## config.mk

```make
export PLATFORM = sky130hd
export DESIGN_NAME = subq_crc_reader
export DESIGN_NICKNAME = d
export VERILOG_FILES = /design/src/rtl/subq_pkg.sv /design/src/rtl/subq_crc_rx.sv /design/src/rtl/subq_sync.sv /design/src/rtl/subq_out_shift.sv /design/src/rtl/subq_crc_reader.sv
export SDC_FILE = /design/constraint.sdc
export NUM_CORES = 1
export LEC_CHECK = 0
export ABC_AREA = 1
export CORE_MARGIN = 2
export CORE_UTILIZATION = 40
export CTS_CLUSTER_DIAMETER = 30
export DETAILED_ROUTE_END_ITERATION = 6
export GPL_TIMING_DRIVEN = 0
export PLACE_DENSITY = 0.63
export SETUP_SLACK_MARGIN = 0.1
export SLEW_MARGIN = 10
export SYNTH_ARGS = -nofsm -noshare
export SYNTH_HDL_FRONTEND = slang
export SYNTH_SLANG_ARGS = --single-unit
```

## constraint.sdc

```tcl
create_clock -name clk_i -period 3.45 [get_ports clk_i]
set_clock_uncertainty 0.1 [all_clocks]
set_input_delay 0.5175 -clock clk_i [delete_from_list [all_inputs] [get_ports clk_i]]
set_output_delay 0.5175 -clock clk_i [all_outputs]
set_load 0.01 [all_outputs]
```

## src/rtl/subq_pkg.sv

```systemverilog
package subq_pkg;
  localparam int unsigned Q_DATA_W   = 80;
  localparam int unsigned Q_CRC_W    = 16;
  localparam logic [15:0] Q_CRC_POLY = 16'h1021;
  localparam int unsigned SYNC_DEPTH = 2;
endpackage

```

## src/rtl/subq_crc_rx.sv

```systemverilog
module subq_crc_rx #(
  parameter int unsigned DATA_W = subq_pkg::Q_DATA_W,
  parameter int unsigned CRC_W  = subq_pkg::Q_CRC_W,
  parameter logic [CRC_W-1:0] POLY = subq_pkg::Q_CRC_POLY
) (
  input  logic              clk_i,
  input  logic              rst_ni,
  input  logic              bit_i,
  input  logic              bit_valid_i,
  input  logic              blk_start_i,
  output logic              accept_o,
  output logic [DATA_W-1:0] word_o
);
  localparam int unsigned FRAME_W = DATA_W + CRC_W;
  localparam int unsigned CNT_W   = $clog2(FRAME_W + 1);
  localparam logic [CNT_W-1:0] CNT_END  = CNT_W'(FRAME_W);
  localparam logic [CNT_W-1:0] CNT_LAST = CNT_W'(FRAME_W - 1);
  localparam logic [CNT_W-1:0] CNT_DATA = CNT_W'(DATA_W);

  logic [CNT_W-1:0]  cnt_q, cnt_eff;
  logic [CRC_W-1:0]  crc_q, crc_base, crc_nxt, chk_q, chk_full;
  logic [DATA_W-1:0] data_q;
  logic              active, in_data, last, match;

  always_comb begin
    cnt_eff  = blk_start_i ? '0 : cnt_q;
    crc_base = blk_start_i ? '0 : crc_q;
    active   = bit_valid_i && (cnt_eff < CNT_END);
    in_data  = cnt_eff < CNT_DATA;
    last     = cnt_eff == CNT_LAST;
    crc_nxt  = {crc_base[CRC_W-2:0], 1'b0} ^ ((crc_base[CRC_W-1] ^ bit_i) ? POLY : '0);
    chk_full = {chk_q[CRC_W-2:0], bit_i};
    match    = (~chk_full) == crc_q;
  end

  always_ff @(posedge clk_i or negedge rst_ni) begin
    if (!rst_ni) begin
      cnt_q    <= CNT_END;
      crc_q    <= '0;
      chk_q    <= '0;
      data_q   <= '0;
      word_o   <= '0;
      accept_o <= 1'b0;
    end else begin
      accept_o <= 1'b0;
      if (active) begin
        cnt_q <= cnt_eff + 1'b1;
        if (in_data) begin
          crc_q  <= crc_nxt;
          data_q <= {data_q[DATA_W-2:0], bit_i};
        end else begin
          chk_q <= chk_full;
          if (last && match) begin
            accept_o <= 1'b1;
            word_o   <= data_q;
          end
        end
      end else if (blk_start_i) begin
        cnt_q <= '0;
        crc_q <= '0;
      end
    end
  end

  // a word is accepted only once its frame is complete
  a_r1_accept_at_end: assert property (@(posedge clk_i) disable iff (!rst_ni)
    accept_o |-> cnt_q == CNT_END);
  // the bit counter never runs past the frame
  a_r4_cnt_bound: assert property (@(posedge clk_i) disable iff (!rst_ni)
    cnt_q <= CNT_END);
endmodule

```

## src/rtl/subq_sync.sv

```systemverilog
module subq_sync #(
  parameter int unsigned WIDTH  = 2,
  parameter int unsigned STAGES = subq_pkg::SYNC_DEPTH
) (
  input  logic             clk_i,
  input  logic             rst_ni,
  input  logic [WIDTH-1:0] async_i,
  output logic [WIDTH-1:0] sync_o
);
  logic [WIDTH-1:0] stage_q [STAGES];

  always_ff @(posedge clk_i or negedge rst_ni) begin
    if (!rst_ni) stage_q[0] <= '0;
    else         stage_q[0] <= async_i;
  end

  for (genvar g = 1; g < STAGES; g++) begin : g_stage
    always_ff @(posedge clk_i or negedge rst_ni) begin
      if (!rst_ni) stage_q[g] <= '0;
      else         stage_q[g] <= stage_q[g-1];
    end
  end

  assign sync_o = stage_q[STAGES-1];
endmodule

```

## src/rtl/subq_out_shift.sv

```systemverilog
module subq_out_shift #(
  parameter int unsigned DATA_W = subq_pkg::Q_DATA_W
) (
  input  logic              clk_i,
  input  logic              rst_ni,
  input  logic              accept_i,
  input  logic [DATA_W-1:0] word_i,
  input  logic              reading_i,
  input  logic              shift_i,
  output logic              ready_o,
  output logic              sdata_o
);
  logic [DATA_W-1:0] shadow_q, out_q;
  logic              shadow_full_q, load;

  assign load    = shadow_full_q && !reading_i;
  assign sdata_o = out_q[0];

  always_ff @(posedge clk_i or negedge rst_ni) begin
    if (!rst_ni) begin
      shadow_q      <= '0;
      shadow_full_q <= 1'b0;
      out_q         <= '0;
      ready_o       <= 1'b0;
    end else begin
      if (accept_i) shadow_q <= word_i;
      // a fresh accept keeps the shadow full even on a load edge
      shadow_full_q <= accept_i || (shadow_full_q && !load);
      if (load) begin
        out_q   <= shadow_q;
        ready_o <= 1'b1;
      end else if (reading_i && shift_i) begin
        out_q   <= out_q >> 1;
        ready_o <= 1'b0;
      end
    end
  end

  // the flag only drops on a host edge during a read
  a_r6_clear_on_edge: assert property (@(posedge clk_i) disable iff (!rst_ni)
    $fell(ready_o) |-> $past(reading_i && shift_i));
  // data holds between host edges during a read
  a_r7_hold_data: assert property (@(posedge clk_i) disable iff (!rst_ni)
    (reading_i && !shift_i) |=> $stable(out_q));
  // no new word is released while a read is in progress
  a_r8_no_release: assert property (@(posedge clk_i) disable iff (!rst_ni)
    reading_i |=> !$rose(ready_o));
  // a held word survives the read
  a_r8_shadow_kept: assert property (@(posedge clk_i) disable iff (!rst_ni)
    (shadow_full_q && reading_i) |=> shadow_full_q);
endmodule

```

## src/rtl/subq_crc_reader.sv

```systemverilog
module subq_crc_reader #(
  parameter int unsigned DATA_W = subq_pkg::Q_DATA_W,
  parameter int unsigned CRC_W  = subq_pkg::Q_CRC_W,
  parameter logic [CRC_W-1:0] POLY = subq_pkg::Q_CRC_POLY,
  parameter int unsigned SYNC_STAGES = subq_pkg::SYNC_DEPTH
) (
  input  logic clk_i,
  input  logic rst_ni,
  input  logic q_bit_i,
  input  logic q_bit_valid_i,
  input  logic q_blk_start_i,
  input  logic host_clk_i,
  input  logic host_sel_i,
  output logic q_ready_o,
  output logic q_sdata_o
);
  logic              accept;
  logic [DATA_W-1:0] word;
  logic [1:0]        host_sync;
  logic              hclk_prev_q, hclk_rise, reading;

  subq_crc_rx #(.DATA_W(DATA_W), .CRC_W(CRC_W), .POLY(POLY)) u_rx (
    .clk_i       (clk_i),
    .rst_ni      (rst_ni),
    .bit_i       (q_bit_i),
    .bit_valid_i (q_bit_valid_i),
    .blk_start_i (q_blk_start_i),
    .accept_o    (accept),
    .word_o      (word)
  );

  subq_sync #(.WIDTH(2), .STAGES(SYNC_STAGES)) u_sync (
    .clk_i   (clk_i),
    .rst_ni  (rst_ni),
    .async_i ({host_sel_i, host_clk_i}),
    .sync_o  (host_sync)
  );

  always_ff @(posedge clk_i or negedge rst_ni) begin
    if (!rst_ni) hclk_prev_q <= 1'b0;
    else         hclk_prev_q <= host_sync[0];
  end

  assign hclk_rise = host_sync[0] && !hclk_prev_q;
  assign reading   = host_sync[1];

  subq_out_shift #(.DATA_W(DATA_W)) u_out (
    .clk_i     (clk_i),
    .rst_ni    (rst_ni),
    .accept_i  (accept),
    .word_i    (word),
    .reading_i (reading),
    .shift_i   (hclk_rise),
    .ready_o   (q_ready_o),
    .sdata_o   (q_sdata_o)
  );

  // one host edge is seen as exactly one shift pulse
  a_r9_single_pulse: assert property (@(posedge clk_i) disable iff (!rst_ni)
    hclk_rise |=> !hclk_rise);
  // the flag rises only when no read holds the output
  a_r5_rise_idle: assert property (@(posedge clk_i) disable iff (!rst_ni)
    $rose(q_ready_o) |-> !$past(reading));
endmodule

```

==> qor.csv, run 1 <==
stage,metric,value,unit
run_status,status,"finished, final reports clean",
drt,total wire length,32.08,mm
global_route,total grt overflow,0,
synth,"EDFF count, synth",0,
finish,Reg area,9161,µm²
critical_path,Critical Path Most Common Cell,buf_2,
clock_network,clock latency on the worst-skew pair,0.58,ns
clock_network,clock slew at reported path FFs,0.05,ns
timing,"Hold Violations, Final",0,
finish,layout cells sized above 1,0.2387,
synth,Mapped Cells,1443,
clock_network,htree depth,3,
synth,asr flop ratio synth,1.000,
hold_path,hold path endpoint,u_rx.cnt_q[6],
critical_path,critical path required time,3.83,ns
placement,gp weighted congestion,0.8297,
synth,Main synth FF type,dfrtp_1,
synth,Yosys top cell area share,0.5938,
critical_path,worst setup path class,flip-flop to flip-flop,
clock_network,Hold Buf Count CTS,1,
clock_network,Clock Path Buffers,3,
power,VDD IR max,452.5,µV
drt,DRC,0,
die,initial core utilization,0.4063,
global_route,largest net degree at the start of global routing,97,
synth,biggest area consumer among synthesized cells,dfrtp_1,
critical_path,"Largest stage delay, worst path",0.56,ns
critical_path,CP Launch Type,flip-flop,
synth,Synth area leaders,"dfrtp_1, nand2_1, mux2_2, mux2_4, nand4_1",
die,IO Pins,9,
finish,Multi-input gate area,5466,µm²
finish,final core occ,0.5120,
die,die area,39930,µm²
critical_path,crit end category,flip-flop,
drt,drt first pass iters,5,
global_route,vias in the first global route,10980,
finish,Fill cells,3251,
placement,DP Area,16170,µm²
critical_path,"Largest delay share family, worst path",simple AND/OR/NAND/NOR gates,
critical_path,crit path cell chain,"nor2_2, inv_2, nand2_1, buf_2, buf_2, nor2_1, a31oi_1",
global_route,initial antenna violation count,0,
critical_path,Worst path slowest cell,nor2_2,
hold_path,HP Start,q_blk_start_i,
timing,final setup vio count,0,
timing,worst slew pin tran,0.8088,ns
timing,slew margin rel.,0.4608,
clock_network,Setup Buffers After CTS,0,
global_route,first-pass GRT wire length,55.17,mm
die,DIE WIDTH,199.8,µm
synth,most instantiated library cell after synthesis,nand2_1,
synth,register area share after synthesis,0.5972,
synth,synth warn,0,
critical_path,RR Startpoint,u_sync.sync_o[1],
critical_path,worst reg2reg path depth,7,
power,Power Dens Cells,748.2,nW/µm²
drt,DRT antenna net count,0,
power,total power,14460,µW
synth,Synth Area per Inst,10.63,µm²
synth,Synth Register Bits,366,
drt,vias per cell,4.955,
critical_path,"reg-to-reg slack, setup",0.69,ns
timing,Fmax achieved,0.3621,GHz
clock_network,root buffer cell,clkbuf_16,
critical_path,worst-path maximum fanout,10,
die,# rows,71,
power,Leakage,0.009593,µW
clock_network,number of buffers created by CTS,83,
job,Max Cap Viol,0,
finish,final net count,1548,
finish,post-route design area,19330,µm²
hold_path,Hold Path Cell Cnt,2,
drt,number of DRC markers in iteration 0,544,
clock_network,Resized cells post-CTS,0,
timing,Final Critical Period,2.761,ns
timing,Hold Slack,0.09377,ns
placement,DP Wirelength,19.53,mm
die,height of the die,199.8,µm
timing,period utilisation layout,0.8004,
hold_path,Hold WC Path Type,input port to flip-flop,
synth,Synth cell types,34,
clock_network,TritonCTS clock tree,built,
die,core area,37760,µm²
critical_path,worst r2r dst,u_out.out_q[31],
synth,synthesized area,15340,µm²
finish,synth-to-layout area growth,26.00,%
synth,"top cells by count, synth","nand2_1, dfrtp_1, mux2_2",
placement,port bufs,7,
critical_path,WP buf/inv,3,
drt,vias,10510,
timing,TNS Setup,0,ns
global_route,total global-route track usage,0.1710,
drt,post-DR wirelength/cell,15.12,µm
clock_network,clock sink count,366,
timing,max-slew violation count,0,
synth,Post-Syn Nets,1451,
critical_path,WP data arrival,3.14,ns
timing,RSZ-0062 raised after global routing,false,
## cell usage in the layout (no fill, tap or decap), types with 15 or more instances in the layout
cell | Yosys | final
a31oi_1 | 79 | 79
buf_2 | 41 | 41
buf_6 | 15 | 15
bufinv_16 | 0 | 17
clkbuf_1 | 36 | 43
clkbuf_16 | 0 | 87
clkbuf_8 | 0 | 15
dfrtp_1 | 364 | 364
inv_1 | 41 | 41
mux2_2 | 103 | 103
mux2_4 | 50 | 50
nand2_1 | 443 | 443
nand3_1 | 19 | 19
nand4_1 | 81 | 81
nor2_1 | 93 | 93
o21ai_0 | 37 | 37
## routing by layer
metal | GRT usage | vias up | routed length, µm
li1 | - | 5073 | -
met1 | 0.2303 | 5212 | 15290
met2 | 0.2752 | 162 | 15090
met3 | 0.03276 | 62 | 1046
met4 | 0.06557 | 0 | 656
met5 | 0 | - | 0
## sequential cells by signal (all words and copies together), names as in the netlist, 2 cells and up
| register | flops |
|---|---|
| u_out.out_q | 80 |
| u_rx.word_o | 80 |
| u_rx.crc_q | 16 |
| u_rx.cnt_q | 7 |
| u_sync.sync_o | 2 |
| u_rx.data_q | 80 |
| u_sync.stage_q | 2 |
| u_rx.chk_q | 15 |
| u_out.shadow_q | 80 |
## final cells by class
| cell class | count | area share |
|---|---|---|
| Timing Repair Buffer | 12 | 0.01010 |
| Multi-Input combinational cell | 933 | 0.2828 |
| Inverter | 50 | 0.009968 |
| Tap cell | 511 | 0.03308 |
| Sequential cell | 366 | 0.4739 |
| Clock buffer | 109 | 0.1247 |
| Antenna cell | 1 | 0.0001295 |
| Buffer | 94 | 0.02693 |
| Clock inverter | 45 | 0.03838 |
## stage by stage
step                      setup slack (ns)  instances
after floorplan                      1.039       1443
after global placement              -14.01       1961
after detailed placement           0.07969       1965
after CTS                           0.6311       2120
after global routing                0.5002       2120
final                               0.6885       2121
## worst register-to-register path: cells and delay by family (launching register included)
family	cells	cell delay (ns)
AND/OR/NAND/NOR	3	1.02
AO/OA/AOI/OAI	1	0.17
buffers and inverters	3	0.99
flip-flops	1	0.39
## where the power goes
| group | switching [µW] | internal, µW | total [µW] | leakage, µW |
|---|---|---|---|---|
| Combinational | 417 | 393 | 810 | 0.00333 |
| Sequential | 263 | 4720 | 4980 | 0.00474 |
| Clock | 2490 | 6190 | 8670 | 0.00152 |
| Total | 3170 | 11300 | 14500 | 0.00959 |
## worst max path at each step
| stage | cells past startpoint | end | startpoint |
|---|---|---|---|
| 4_1_cts | 7 | u_out.out_q[31] | u_sync.sync_o[1] |
| 5_1_grt | 14 | u_rx.word_o[61] | q_blk_start_i |
| 2_1_floorplan | 14 | u_rx.word_o[70] | q_blk_start_i |
| 3_3_place_gp | 1 | u_rx.chk_q[13] | rst_ni |
| 3_5_place_dp | 14 | u_rx.word_o[27] | q_blk_start_i |
| 6_report | 7 | u_out.out_q[31] | u_sync.sync_o[1] |
## cells by family (layout without fill, tap and decap cells)
| logic type | count (synthesis) | count (layout) | share of synthesized area |
|---|---|---|---|
| flip-flops | 366 | 366 | 0.5972 |
| XOR/XNOR | 6 | 6 | 0.003425 |
| adder cells (fa/ha/maj) | 1 | 1 | 0.0008155 |
| other | 0 | 1 | 0 |
| AO/OA/AOI/OAI | 122 | 122 | 0.04714 |
| buffers and inverters | 144 | 310 | 0.04649 |
| AND/OR/NAND/NOR | 648 | 648 | 0.1782 |
| multiplexers | 156 | 156 | 0.1267 |
(Power assumes the default switching activity.)
==> inputs of run 2 (changes only) <==
--- a/config.mk
+++ b/config.mk
@@ -11,7 +11,7 @@
 export CTS_CLUSTER_DIAMETER = 30
 export DETAILED_ROUTE_END_ITERATION = 6
 export GPL_TIMING_DRIVEN = 0
-export PLACE_DENSITY = 0.63
+export PLACE_DENSITY = 0.65
 export SETUP_SLACK_MARGIN = 0.1
 export SLEW_MARGIN = 10
 export SYNTH_ARGS = -nofsm -noshare
==> constraint.sdc (replaced) <==
create_clock -name clk_i -period 2.4 [get_ports clk_i]
set_clock_uncertainty 0.1 [all_clocks]
set_input_delay 0.36 -clock clk_i [delete_from_list [all_inputs] [get_ports clk_i]]
set_output_delay 0.36 -clock clk_i [all_outputs]
set_load 0.01 [all_outputs]
==> qor.csv, run 2 (synthesis results as in run 1) <==
stage,metric,value,unit
critical_path,"Largest delay share family, worst path",simple AND/OR/NAND/NOR gates,
timing,period utilisation layout,0.8770,
timing,TNS Setup,0,ns
timing,max-slew violation count,0,
critical_path,worst r2r dst,u_rx.word_o[15],
drt,post-DR wirelength/cell,15.04,µm
global_route,largest net degree at the start of global routing,113,
clock_network,htree depth,3,
job,Max Cap Viol,0,
timing,worst slew pin tran,0.8142,ns
critical_path,"Largest stage delay, worst path",0.40,ns
finish,synth-to-layout area growth,23.83,%
clock_network,clock slew at reported path FFs,0.04,ns
die,height of the die,199.8,µm
timing,Fmax achieved,0.4751,GHz
clock_network,number of buffers created by CTS,78,
finish,"most common cell after layout, fill and taps aside",nand2_1,
timing,slew margin rel.,0.4572,
hold_path,hold path endpoint,u_rx.cnt_q[5],
finish,Ant. Diodes,0,
global_route,initial antenna violation count,0,
critical_path,"reg-to-reg slack, setup",0.30,ns
clock_network,Clock Path Buffers,3,
die,core area,37760,µm²
drt,vias per cell,5.006,
die,initial core utilization,0.4063,
critical_path,Critical Path Most Common Cell,nand2_1,
power,Leakage,0.009433,µW
finish,most frequent cells in the layout,"nand2_1, dfrtp_1, mux2_2",
timing,Final Critical Period,2.105,ns
clock_network,clock sink count,366,
die,# rows,71,
global_route,total global-route track usage,0.1684,
global_route,vias in the first global route,10810,
global_route,total grt overflow,0,
power,VDD IR max,650.0,µV
clock_network,TritonCTS clock tree,built,
timing,Hold Slack,0.02807,ns
drt,DRT antenna net count,0,
critical_path,WP buf/inv,1,
hold_path,Hold Path Cell Cnt,3,
drt,number of DRC markers in iteration 0,779,
critical_path,crit path cell chain,"nand2_1, nand2_1, nor2_1, nand2_1, nor2_4, nand3_4, buf_6, nand2_1, nand2_1",
placement,gp weighted congestion,0.8184,
placement,DP Wirelength,19.47,mm
critical_path,critical path required time,2.73,ns
critical_path,RR Startpoint,u_rx.chk_q[2],
hold_path,HP Start,q_blk_start_i,
clock_network,clock latency on the worst-skew pair,0.57,ns
drt,vias,10560,
finish,final net count,1547,
finish,post-route design area,19000,µm²
drt,drt first pass iters,4,
critical_path,worst-path maximum fanout,10,
die,DIE WIDTH,199.8,µm
placement,port bufs,7,
placement,DP Area,16140,µm²
run_status,status,"finished, final reports clean",
timing,"Hold Violations, Final",0,
drt,DRC,0,
global_route,first-pass GRT wire length,54.33,mm
critical_path,Worst path slowest cell,nor2_4,
critical_path,worst reg2reg path depth,9,
critical_path,worst setup path class,flip-flop to flip-flop,
critical_path,crit end category,flip-flop,
die,die area,39930,µm²
die,IO Pins,9,
critical_path,CP Launch Type,flip-flop,
power,total power,19510,µW
clock_network,root buffer cell,clkbuf_16,
timing,final setup vio count,0,
finish,layout cells sized above 1,0.2345,
critical_path,WP data arrival,2.44,ns
drt,total wire length,31.73,mm
power,Power Dens Cells,1027,nW/µm²
timing,RSZ-0062 raised after global routing,false,
hold_path,Hold WC Path Type,input port to flip-flop,
run 2: power by group:
part	switching (µW)	total, µW	internal [µW]
logic	607	1170	561
registers	386	7170	6780
clock network	3370	11200	7810
run 2: per-stage QoR:
step | instances | setup WS [ns] | util
2_1_floorplan | 1443 | 0.1467 | -
3_3_place_gp | 1961 | -14.81 | 0.4251
3_5_place_dp | 1964 | -0.7653 | 0.4274
4_1_cts | 2110 | 0.2402 | 0.5032
5_1_grt | 2110 | 0.1180 | 0.5032
6_report | 2110 | 0.2953 | 0.5032
run 2: final cells by class:
class,count,area [µm²]
fill,3187,18760
timing repair buffer,17,215.2
clock buffer,98,2178
multi-input combinational,933,5472
sequential,366,9161
clock inverter,42,621.8
inverter,50,192.7
tap,511,639.4
buffer,93,516.7
run 2: routing by layer:
metal / global-route usage / share of wire
met5: 0 / 0
met1: 0.2258 / 0.46
met2: 0.2726 / 0.48
met3: 0.03259 / 0.037
met4: 0.06283 / 0.023
run 2: worst max-delay path by stage:
stage                            endpoint          start  slack (ns)  depth (start not counted)
final                     u_rx.word_o[15]  u_rx.chk_q[2]        0.30                          9
after global routing      u_rx.word_o[53]  u_rx.crc_q[5]        0.12                         10
after CTS                 u_rx.word_o[15]  u_rx.chk_q[2]        0.24                          9
after detailed placement  u_rx.word_o[25]  q_blk_start_i       -0.77                         14
after global placement      u_rx.chk_q[2]         rst_ni      -14.81                          1
after floorplan           u_rx.word_o[70]  q_blk_start_i        0.15                         14
run 2: repair_timing:
action                                 CTS  global route
resized for setup                        1             0
setup endpoints to repair              160             0
hold buffers                             2             0
buffers inserted                         5             0
endpoints found under the hold margin   88             0
run 2: worst register-to-register path: cells and delay by family, from the launching register on:
| family | cells | cell delay, ns |
|---|---|---|
| and+or+nand+nor | 8 | 1.23 |
| DFF | 1 | 0.39 |
| buffers and inverters | 1 | 0.26 |
